### src/rtl/pwm_chan_pkg.sv
package pwm_chan_pkg;
  typedef enum logic {WAVE_BLOCK = 1'b0, WAVE_SPREAD = 1'b1} wave_e;
  typedef enum logic {FMT_SIGNED = 1'b0, FMT_UNSIGNED = 1'b1} fmt_e;
endpackage

### src/rtl/pwm_prescale.sv
module pwm_prescale #(
  parameter int RATE_W = 16
) (
  input  logic              clk_i,
  input  logic              rst_ni,
  input  logic [RATE_W-1:0] rate_i,
  output logic              tick_o
);
  logic [RATE_W-1:0] cnt_q;

  // >= so a lowered rate cannot strand the counter above the limit
  assign tick_o = (cnt_q >= rate_i);

  always_ff @(posedge clk_i or negedge rst_ni) begin
    if (!rst_ni)     cnt_q <= '0;
    else if (tick_o) cnt_q <= '0;
    else             cnt_q <= cnt_q + 1'b1;
  end
endmodule

### src/rtl/pwm_ramp.sv
module pwm_ramp #(
  parameter int RAMP_W = 15
) (
  input  logic              clk_i,
  input  logic              rst_ni,
  input  logic              tick_i,
  output logic [RAMP_W-1:0] ramp_o,
  output logic [RAMP_W-1:0] ramp_rev_o,
  output logic              wrap_o
);
  logic [RAMP_W-1:0] ramp_q;

  always_ff @(posedge clk_i or negedge rst_ni) begin
    if (!rst_ni)     ramp_q <= '0;
    else if (tick_i) ramp_q <= ramp_q + 1'b1;
  end

  for (genvar b = 0; b < RAMP_W; b++) begin : g_rev
    assign ramp_rev_o[b] = ramp_q[RAMP_W-1-b];
  end

  assign ramp_o = ramp_q;
  assign wrap_o = tick_i && (&ramp_q);
endmodule

### src/rtl/pwm_duty_conv.sv
module pwm_duty_conv #(
  parameter int VAL_W = 16
) (
  input  logic [VAL_W-1:0]   val_i,
  input  pwm_chan_pkg::fmt_e fmt_i,
  output logic [VAL_W-1:0]   duty_o,
  output logic               neg_o
);
  import pwm_chan_pkg::*;
  logic [VAL_W-1:0] mag;

  // most negative input yields 2^(VAL_W-1), i.e. full scale
  assign mag = val_i[VAL_W-1] ? (~val_i + 1'b1) : val_i;

  always_comb begin
    if (fmt_i == FMT_UNSIGNED) begin
      duty_o = {1'b0, val_i[VAL_W-1:1]};
      neg_o  = 1'b0;
    end else begin
      duty_o = mag;
      neg_o  = val_i[VAL_W-1];
    end
  end
endmodule

### src/rtl/pwm_chan.sv
module pwm_chan #(
  parameter int VAL_W  = 16,
  parameter int RATE_W = 16
) (
  input  logic              clk_i,
  input  logic              rst_ni,
  input  logic              en_i,
  input  logic              wave_i,
  input  logic              fmt_i,
  input  logic              dir_i,
  input  logic              glob_en_i,
  input  logic              glob_clr_i,
  input  logic [RATE_W-1:0] rate_i,
  input  logic              val_we_i,
  input  logic [VAL_W-1:0]  val_i,
  output logic              pwm_o,
  output logic              dir_o,
  output logic              pwm_rb_o
);
  import pwm_chan_pkg::*;
  localparam int RAMP_W = VAL_W - 1;

  logic              tick, wrap, run, hit, sign_q, conv_neg, pwm_q;
  logic [RAMP_W-1:0] ramp_q, ramp_rev, cmp_ramp;
  logic [VAL_W-1:0]  val_q, conv_duty, duty_sh_q;
  wave_e             wave;
  fmt_e              fmt;

  assign wave = wave_e'(wave_i);
  assign fmt  = fmt_e'(fmt_i);

  pwm_prescale #(.RATE_W(RATE_W)) u_pre (
    .clk_i(clk_i), .rst_ni(rst_ni), .rate_i(rate_i), .tick_o(tick)
  );

  pwm_ramp #(.RAMP_W(RAMP_W)) u_ramp (
    .clk_i(clk_i), .rst_ni(rst_ni), .tick_i(tick),
    .ramp_o(ramp_q), .ramp_rev_o(ramp_rev), .wrap_o(wrap)
  );

  pwm_duty_conv #(.VAL_W(VAL_W)) u_conv (
    .val_i(val_q), .fmt_i(fmt), .duty_o(conv_duty), .neg_o(conv_neg)
  );

  always_ff @(posedge clk_i or negedge rst_ni) begin
    if (!rst_ni)         val_q <= '0;
    else if (glob_clr_i) val_q <= '0;
    else if (val_we_i)   val_q <= val_i;
  end

  // shadow duty: reloaded only at ramp wrap to avoid runt pulses
  always_ff @(posedge clk_i or negedge rst_ni) begin
    if (!rst_ni) begin
      duty_sh_q <= '0;
      sign_q    <= 1'b0;
    end else if (glob_clr_i) begin
      duty_sh_q <= '0;
      sign_q    <= 1'b0;
    end else if (wrap) begin
      duty_sh_q <= conv_duty;
      sign_q    <= conv_neg;
    end
  end

  assign cmp_ramp = (wave == WAVE_SPREAD) ? ramp_rev : ramp_q;
  assign hit      = ({1'b0, cmp_ramp} < duty_sh_q);
  assign run      = en_i && glob_en_i;

  always_ff @(posedge clk_i or negedge rst_ni) begin
    if (!rst_ni) pwm_q <= 1'b0;
    else         pwm_q <= run && hit;
  end

  assign pwm_o    = pwm_q;
  assign pwm_rb_o = pwm_q;
  assign dir_o    = (fmt == FMT_UNSIGNED) ? dir_i : sign_q;
endmodule

### config.mk
export PLATFORM = sky130hd
export DESIGN_NAME = pwm_chan
export DESIGN_NICKNAME = d
export VERILOG_FILES = /design/src/rtl/pwm_chan_pkg.sv /design/src/rtl/pwm_prescale.sv /design/src/rtl/pwm_ramp.sv /design/src/rtl/pwm_duty_conv.sv /design/src/rtl/pwm_chan.sv
export SDC_FILE = /design/constraint.sdc
export NUM_CORES = 1
export LEC_CHECK = 0
export BUFFER_PORTS_ARGS = -buffer_cell sky130_fd_sc_hd__buf_2
export CORE_MARGIN = 10
export CORE_UTILIZATION = 40
export CTS_BUF_LIST = sky130_fd_sc_hd__clkbuf_4 sky130_fd_sc_hd__clkbuf_8 sky130_fd_sc_hd__clkbuf_16
export CTS_CLUSTER_DIAMETER = 100
export DETAILED_ROUTE_END_ITERATION = 10
export GPL_TIMING_DRIVEN = 0
export SYNTH_ARGS = -nofsm -noshare
export SYNTH_HDL_FRONTEND = slang
export SYNTH_SLANG_ARGS = --single-unit
### constraint.sdc
create_clock -name clk_i -period 2.6 [get_ports clk_i]
set_input_delay 0.39 -clock clk_i [delete_from_list [all_inputs] [get_ports clk_i]]
set_output_delay 0.39 -clock clk_i [all_outputs]
set_load 0.05 [all_outputs]
==> flow_summary.ini, run 1 <==
[setup_path]
cpMaxStageDelayCell = dfrtp_1
crit_required_ns = 2.81
path_cells = ha_1 -> a211o_1 -> a31oi_1 -> o221ai_2 -> a211o_4 -> buf_6 -> buf_2 -> nand4_1 -> o31ai_2
max_stage_delay_ns = 0.43
crit_type = register to register
critPathBufInv = 2
crit_arrival_ns = 2.71
critPathMaxFanout = 10
cp_top_family = compound AO/OA/AOI/OAI gates
regToRegSetupSlack_ns = 0.10
crit_path_start_kind = register
crit_path_end_kind = register

[layout]
final_common_cell = dfrtp_1
drive_gt1_frac = 0.2035
final_cell_mix = 65 x dfrtp_1, 51 x nor2_1, 48 x buf_2
utilization = 0.4643
fin_cells = 656
finalNetCount = 585
syn_to_final_growth_pct = 14.24
num_antenna_cells = 0

[timing]
tightestPinTransition_ns = 0.8185
post-route-min-period_ns = 2.498
rsz0062_at_grt = no
max_slew_margin = 0.4543
fin_skew_ns = 0.01163
setup_viol = 0
fmax_mhz = 400.4
period_share = 0.9607
final.setup.tns_ns = 0
finalHoldViolCount = 0
final_max_slew_viol_count = 0

[floorplanning]
die_area_um2 = 15500
io_pins = 44
core-area_um2 = 10750
fp.dieH_um = 124.5
fp-row-count = 38
start_util = 0.4064
die_w_um = 124.5

[cts]
cts-hold-fix-buffers = 0
post_cts_buffers = 0
clockBufferDepth = 2
cts_tree = built
h-tree-depth = 3
cts.sink_count = 65
cts_resized = 0
cts-root-buf = clkbuf_8
clk-insertion-delay-late_ns = 0.35
cts_buffers = 9
clk_pin_slew_worst_paths_ns = 0.08

[pwr]
fin_total_pwr_uw = 3092
switching_share = 0.3204
switchingPower_uw = 990.8
p_leak_uw = 0.002369
pwr-share-seq = 0.409
vdd_drop_max_v = 0.0003052
powerDensity_nw_per_um2 = 619.8
p_int_uw = 2101
p_clk_frac = 0.345
combPwrFrac = 0.246

[detailed_routing]
first_pass_iters = 4
drt_drc_violations_left = 0
wl_mm = 10.06
wl_per_cell_um = 15.33
vias = 3415
drt_iter0_markers = 122
antenna_left = 0
via_per_inst = 5.206

[logic_synthesis]
ys_warn_count = 0
netlist_area_um2 = 4367
synth-edff-count = 0
yosys_most_used_dff = dfrtp_1
yosysSeqAreaShare = 0.3725
synth_cell_types = 52
synth.net_count = 534
syn_inst = 460
avgSynthCellArea_um2 = 9.493
ys_ff_latch = 65
ys_async_sr_fraction = 1.000

[place]
dp_hpwl_mm = 7.512
gp_congestion = 0.8557
io_buffers = 40
dp.cells = 640

[run]
maxCapViolCount = 0

[hold_path]
hold_path_class = primary input to asynchronous set/reset pin

[grt]
overflow = 0
grt_max_degree = 66
grt_pass1_vias = 3541
antenna_found_initial = 0
grt_first_pass_wirelength_mm = 17.55
grt_use_total = 0.1319

[outcome]
outcome = finished clean
-- per-layer routing --
layer  vias to the layer above  global-route usage  routed length (um)
met5                         -                   0                   0
met4                         0             0.04044                 108
met3                         9             0.02426                 335
met2                        59              0.2069                4663
met1                      1635              0.1790                4949
li1                       1712                   -                   -
-- layout make-up --
| cell class | count | area, um^2 |
|---|---|---|
| Timing Repair Buffer | 40 | 202.7 |
| Inverter | 35 | 131.4 |
| Sequential cell | 65 | 1627 |
| Clock buffer | 9 | 123.9 |
| Fill cell | 1069 | 5757 |
| Multi-Input combinational cell | 334 | 2474 |
| Buffer | 26 | 136.4 |
| Tap cell | 140 | 175.2 |
| Clock inverter | 7 | 118.9 |
-- logic make-up after synthesis --
| logic type | after synthesis | share of synthesized area |
|---|---|---|
| AND/OR/NAND/NOR | 152 | 0.1765 |
| multiplexers | 37 | 0.08911 |
| adder cells (fa/ha/maj) | 33 | 0.09456 |
| buffers and inverters | 61 | 0.06103 |
| XOR/XNOR | 40 | 0.08023 |
| AO/OA/AOI/OAI | 72 | 0.1261 |
| flip-flops | 65 | 0.3725 |
-- through the flow --
step | setup WS (ns) | hold slack [ns] | cell area, um^2
floorplan | 0.04807 | 0.09441 | 4367
global placement | -0.2475 | 0.5111 | 4742
detailed placement | -0.2645 | 0.5091 | 4745
CTS | 0.07712 | 0.1651 | 4987
global route | 0.002542 | 0.1889 | 4989
finish | 0.1023 | 0.1275 | 4989
-- Yosys cell counts, types with 4 or more instances --
| library cell | number | area, um^2 |
|---|---|---|
| nand4_1 | 21 | 131.4 |
| nor2b_1 | 4 | 25.02 |
| xor2_1 | 14 | 122.6 |
| dfrtp_1 | 65 | 1627 |
| mux2i_1 | 22 | 220.2 |
| o21a_1 | 5 | 37.54 |
| a211oi_1 | 5 | 37.54 |
| o21ai_0 | 14 | 70.07 |
| nand3_1 | 10 | 50.05 |
| o31ai_2 | 7 | 87.58 |
| a21oi_1 | 18 | 90.09 |
| ha_1 | 33 | 412.9 |
| buf_2 | 9 | 45.04 |
| xnor2_1 | 26 | 227.7 |
| nor2_1 | 51 | 191.4 |
| mux2_2 | 15 | 168.9 |
| nand2_1 | 34 | 127.6 |
| and3_1 | 10 | 62.56 |
| clkbuf_1 | 9 | 33.78 |
| inv_1 | 35 | 131.4 |
| and4_1 | 4 | 35.03 |
-- worst register-to-register path: stages, from the launching register on --
cell and delay (ns):
dfrtp_1 0.43, ha_1 0.31, a211o_1 0.30, a31oi_1 0.20, o221ai_2 0.16, a211o_4 0.40, buf_6 0.16, buf_2 0.20
nand4_1 0.13, o31ai_2 0.08
-- sequential cells by signal, summed over array words and instances, names as in the netlist --
signal / flops
duty_sh_q: 16
pwm_o: 1
sign_q: 1
u_pre.cnt_q: 16
u_ramp.ramp_o: 15
val_q: 16
-- power by group through the flow --
stage	clock, uW	sequential, uW	combinational (uW)
floorplan	0	1260	566
global placement	0	1280	737
detailed placement	0	1290	765
CTS	1090	1270	771
global route	1130	1290	883
finish	1070	1260	760
-- path summary, 6_finish.rpt --
path                                        from          endpoint  depth (start not counted)
worst max-delay path              u_pre.cnt_q[2]      duty_sh_q[4]                          9
worst min-delay path                      rst_ni   u_pre.cnt_q[11]                          1
worst max register to register    u_pre.cnt_q[2]      duty_sh_q[4]                          9
worst min register to register  u_ramp.ramp_o[6]  u_ramp.ramp_o[6]                          1
max in group asynchronous                 rst_ni  u_ramp.ramp_o[4]                          1
min in group clk_i                     val_i[15]         val_q[15]                          3
(Power assumes the default switching activity.)
==> run 2: changes to the inputs <==
--- a/config.mk
+++ b/config.mk
@@ -5,6 +5,7 @@
 export SDC_FILE = /design/constraint.sdc
 export NUM_CORES = 1
 export LEC_CHECK = 0
+export ABC_AREA = 1
 export BUFFER_PORTS_ARGS = -buffer_cell sky130_fd_sc_hd__buf_2
 export CORE_MARGIN = 10
 export CORE_UTILIZATION = 40
==> flow_summary.ini, run 2 <==
[cts]
cts-root-buf = clkbuf_16
clk_pin_slew_worst_paths_ns = 0.05
cts.sink_count = 65
cts_buffers = 9
clockBufferDepth = 2
cts_resized = 0
clk-insertion-delay-late_ns = 0.32
post_cts_buffers = 0
h-tree-depth = 3
cts_tree = built
cts-hold-fix-buffers = 0

[setup_path]
r2r_start = u_pre.cnt_q[7]
regToRegSetupSlack_ns = 0.48
crit_arrival_ns = 2.38
crit_start = u_pre.cnt_q[7]
endpoint = duty_sh_q[1]
crit_required_ns = 2.86
crit_path_end_kind = register
critPathMaxFanout = 10
crit_type = register to register
reg2reg_to = duty_sh_q[1]
rr_worst_depth = 9
crit_path_start_kind = register

[grt]
grt_first_pass_wirelength_mm = 19.73
grt_pass1_vias = 4262
grt_max_degree = 66
antenna_found_initial = 0
overflow = 0
grt_use_total = 0.1426

[logic_synthesis]
ys_ff_latch = 65
yosysMostFrequentCell = nand2_1
yosysSeqAreaShare = 0.3552
avgSynthCellArea_um2 = 7.078
ys_warn_count = 0
synth-edff-count = 0
synth.net_count = 721
synth_cell_types = 32
synth_top_cell_by_area = dfrtp_1
syn_inst = 647
synth_top_area_frac = 0.3552
ys_async_sr_fraction = 1.000
netlist_area_um2 = 4579
yosys_most_used_dff = dfrtp_1
synth.top_cells.by_count = 153 x nand2_1, 98 x inv_1, 65 x dfrtp_1
netlist_top_cells_area = dfrtp_1 36%, nand2_1 13%, ha_1 9.0%, inv_1 8.0%, nand3_1 6.7%

[layout]
final_common_cell = nand2_1
reg_top3 = duty_sh_q: 16 flops, u_pre.cnt_q: 16 flops, val_q: 16 flops
syn_to_final_growth_pct = 15.25
finalNetCount = 773
num_antenna_cells = 0
final_cell_mix = 153 x nand2_1, 98 x inv_1, 65 x dfrtp_1
drive_gt1_frac = 0.1307
fillers = 1181

[run]
maxCapViolCount = 0

[detailed_routing]
via_per_inst = 5.040
antenna_left = 0
vias = 4269
drt_drc_violations_left = 0
wl_mm = 11.15
drt_iter0_markers = 214
wl_per_cell_um = 13.16
first_pass_iters = 5

[timing]
whs_ns = 0.1681
final.setup.tns_ns = 0
max_slew_margin = 0.4524
setup_viol = 0
tightestPinTransition_ns = 0.8214
final_max_slew_viol_count = 0
finalHoldViolCount = 0
period_share = 0.8171
rsz0062_at_grt = no
fin_skew_ns = 0.007836
fmax_mhz = 470.7
post-route-min-period_ns = 2.124

[pwr]
vdd_drop_max_v = 0.0003896
powerDensity_nw_per_um2 = 719.0
pwr-share-seq = 0.373
p_leak_uw = 0.002746
switching_share = 0.3593
p_int_uw = 2431
combPwrFrac = 0.299
switchingPower_uw = 1363
p_clk_frac = 0.327

[place]
gp_congestion = 0.9100
io_buffers = 41
dp_hpwl_mm = 8.758

[floorplanning]
core-area_um2 = 11320
io_pins = 44
die_w_um = 127.0
die_area_um2 = 16130
fp-row-count = 39
fp.dieH_um = 127.0
start_util = 0.4045

[outcome]
outcome = finished clean

[hold_path]
hold_path_class = primary input to asynchronous set/reset pin
==> run 2: critical path, cell delays in order (launching register included) <==
cell,delay (ns)
dfrtp_1,0.44
ha_1,0.32
nand2_1,0.07
o21a_1,0.18
nand2_1,0.09
nand2_1,0.07
nand2_2,0.15
clkbuf_1,0.47
nand4_1,0.16
nand2_1,0.11
==> run 2: per-stage QoR <==
stage	worst slack, ns	total power (uW)	utilization	std cells	cell area [um^2]
floorplan	0.6796	2226	-	647	4579
global placement	0.2649	2515	0.4384	831	4964
detailed placement	0.2500	2568	0.4387	831	4966
CTS	0.4279	3830	0.4662	847	5278
global route	0.2185	4100	0.4662	847	5278
finish	0.4756	3795	0.4662	847	5278
==> run 2: cell families (layout without fill, tap and decap cells) <==
kind of cell,after synthesis,after routing,share of synthesized area
AND/OR/NAND/NOR,324,324,0.3238
XOR/XNOR,10,10,0.01913
buffers and inverters,126,183,0.1093
adder cells (fa/ha/maj),33,33,0.09016
AO/OA/AOI/OAI,89,89,0.1025
flip-flops,65,65,0.3552
==> run 2: layout make-up <==
type	count	area (um^2)	share of cell area
clock buffer	12	260.3	0.04931
tap	143	178.9	0.03390
sequential	65	1627	0.3082
timing repair buffer	41	207.7	0.03936
buffer	26	125.1	0.02371
multi-input combinational	456	2452	0.4647
inverter	100	375.4	0.07112
clock inverter	4	51.30	0.009720
==> run 2: power groups by stage <==
stage	Sequential [uW]	Clock, uW	Combinational (uW)
2_1_floorplan	1360	0	862
3_3_place_gp	1420	0	1090
3_5_place_dp	1430	0	1140
4_1_cts	1410	1270	1150
5_1_grt	1440	1310	1350
6_report	1420	1240	1140
==> run 2: worst min path at each step <==
stage	from	endpoint	depth (start not counted)
floorplan	rst_ni	duty_sh_q[0]	0
global placement	u_pre.cnt_q[0]	u_pre.cnt_q[0]	1
detailed placement	u_pre.cnt_q[0]	u_pre.cnt_q[0]	1
CTS	rst_ni	u_pre.cnt_q[10]	1
global route	rst_ni	u_pre.cnt_q[10]	1
finish	rst_ni	u_pre.cnt_q[9]	1
==> run 2: routing by layer <==
layer | vias up | GRT usage | share of wire
li1 | 2201 | - | -
met1 | 1965 | 0.1725 | 0.46
met2 | 96 | 0.2491 | 0.49
met3 | 7 | 0.03102 | 0.045
met4 | 0 | 0.03885 | 0.0088
met5 | - | 0 | 0
==> run 3: changes to the inputs <==
==> constraint.sdc (replaced) <==
create_clock -name clk_i -period 1.8 [get_ports clk_i]
set_input_delay 0.27 -clock clk_i [delete_from_list [all_inputs] [get_ports clk_i]]
set_output_delay 0.27 -clock clk_i [all_outputs]
set_load 0.05 [all_outputs]
==> flow_summary.ini, run 3 (synthesis gave the netlist of run 2 again) <==
[grt]
grt_max_degree = 66
overflow = 0
grt_use_total = 0.1422
grt_first_pass_wirelength_mm = 19.49
grt_pass1_vias = 4187
antenna_found_initial = 0

[pwr]
fin_total_pwr_uw = 5857
p_clk_frac = 0.303
p_int_uw = 3741
powerDensity_nw_per_um2 = 1048
switchingPower_uw = 2116
p_leak_uw = 0.002861
combPwrFrac = 0.353
vdd_drop_max_v = 0.0004831
pwr-share-seq = 0.344
switching_share = 0.3612

[setup_path]
rr_worst_depth = 13
cp.depth = 13
crit_start = u_pre.cnt_q[1]
critPathMaxFanout = 6
path_cells = ha_4 -> nand2_2 -> nand3_1 -> nand2_1 -> nand2_1 -> nand2_1 -> nand2_2 -> nand2_2 -> nand2_4 -> buf_8 -> clkinvlp_4 -> o21ai_1 -> nor2_1
crit_required_ns = 2.01
reg2reg_to = u_pre.cnt_q[10]
cp_top_family = simple AND/OR/NAND/NOR gates
cpMaxStageDelayCell = dfrtp_1
crit_type = register to register
max_stage_delay_ns = 0.43
crit_arrival_ns = 2.01
crit_path_start_kind = register
r2r_start = u_pre.cnt_q[1]
endpoint = u_pre.cnt_q[10]
critPathBufInv = 2
crit_path_end_kind = register
regToRegSetupSlack_ns = -0.002

[place]
io_buffers = 41
dp_hpwl_mm = 8.688
gp_congestion = 0.9121
place_area_um2 = 4967

[timing]
finalHoldViolCount = 0
period_share = 1.001
max_slew_margin = 0.4387
timing.final.ws_setup_ns = -0.001529
fmax_mhz = 555.1
rsz0062_at_grt = yes
final_max_slew_viol_count = 0
tightestPinTransition_ns = 0.8420
post-route-min-period_ns = 1.802
whs_ns = 0.04099
fin_skew_ns = 0.007836
setup_viol = 1

[cts]
cts.sink_count = 65
clk-insertion-delay-late_ns = 0.33
cts-hold-fix-buffers = 0
h-tree-depth = 3
clockBufferDepth = 2
clk_pin_slew_worst_paths_ns = 0.05
cts-root-buf = clkbuf_16
cts_tree = built
cts_buffers = 9

[layout]
final_common_cell = nand2_1
reg_top3 = duty_sh_q: 16 flops, u_pre.cnt_q: 16 flops, val_q: 16 flops
fillers = 1118
syn_to_final_growth_pct = 22.02
drive_gt1_frac = 0.2003
final_cell_mix = 148 x nand2_1, 96 x inv_1, 61 x dfrtp_1
num_antenna_cells = 0
fin_area_um2 = 5588
finalNetCount = 789

[outcome]
outcome = finished with violations
violations = setup timing

[floorplanning]
start_util = 0.4045
die_area_um2 = 16130
io_pins = 44
core-area_um2 = 11320
fp-row-count = 39
die_w_um = 127.0
fp.dieH_um = 127.0

[detailed_routing]
drt_iter0_markers = 254
vias = 4333
wl_mm = 11.56
wl_per_cell_um = 13.41
via_per_inst = 5.027
first_pass_iters = 5
drt_drc_violations_left = 0
antenna_left = 0

[run]
maxCapViolCount = 0

[hold_path]
hold_path_class = primary input to asynchronous set/reset pin
-- run 3: per-layer routing --
| metal | wire [um] | track usage | up-vias |
|---|---|---|---|
| met5 | 0 | 0 | - |
| met3 | 593 | 0.03474 | 18 |
| met1 | 5207 | 0.1730 | 1969 |
| met2 | 5572 | 0.2415 | 112 |
| li1 | - | - | 2234 |
| met4 | 182 | 0.04488 | 0 |
-- run 3: power by group through the flow --
stage                     clock network [uW]  logic, uW  registers, uW
final                                   1780       2070           2010
after global routing                    1860       2390           2050
after CTS                               1800       1870           2000
after detailed placement                   0       1650           2060
after global placement                     0       1570           2060
after floorplan                            0       1250           1970
-- run 3: worst min-delay path by stage --
stage	from	endpoint	slack (ns)	cells past startpoint
global placement	u_pre.cnt_q[0]	u_pre.cnt_q[0]	0.48	1
detailed placement	rst_ni	u_pre.cnt_q[10]	0.44	1
global route	rst_ni	u_pre.cnt_q[8]	0.13	1
finish	rst_ni	u_pre.cnt_q[11]	0.04	1
CTS	rst_ni	u_pre.cnt_q[10]	0.09	1
floorplan	rst_ni	duty_sh_q[0]	-0.03	0
-- run 3: through the flow --
stage | setup TNS [ns] | util | std cells | worst slack [ns]
6_report | -0.001529 | 0.4936 | 862 | -0.001529
5_1_grt | -2.833 | 0.4936 | 862 | -0.1156
4_1_cts | -0.06692 | 0.4775 | 856 | -0.01969
3_3_place_gp | -7.849 | 0.4386 | 831 | -0.3433
2_1_floorplan | 0 | - | 647 | 0.05838
3_5_place_dp | -8.077 | 0.4388 | 831 | -0.3406
-- run 3: area by class of cell --
type / count / area, um^2 / share of cell area
clock buffers: 12 / 260.3 / 0.04657
repair buffers: 57 / 327.8 / 0.05867
plain buffers: 26 / 147.6 / 0.02642
clock inverters: 3 / 40.04 / 0.007165
multi-input cells: 456 / 2620 / 0.4689
well taps: 143 / 178.9 / 0.03202
flip-flops and latches: 65 / 1632 / 0.2920
inverters: 100 / 381.6 / 0.06829
-- run 3: repair_timing --
item | 4_1_cts | 5_1_grt
buffers inserted | 10 | 6
setup endpoints to repair | 49 | 49
gates resized for setup | 18 | 39
pin swaps | 4 | 13
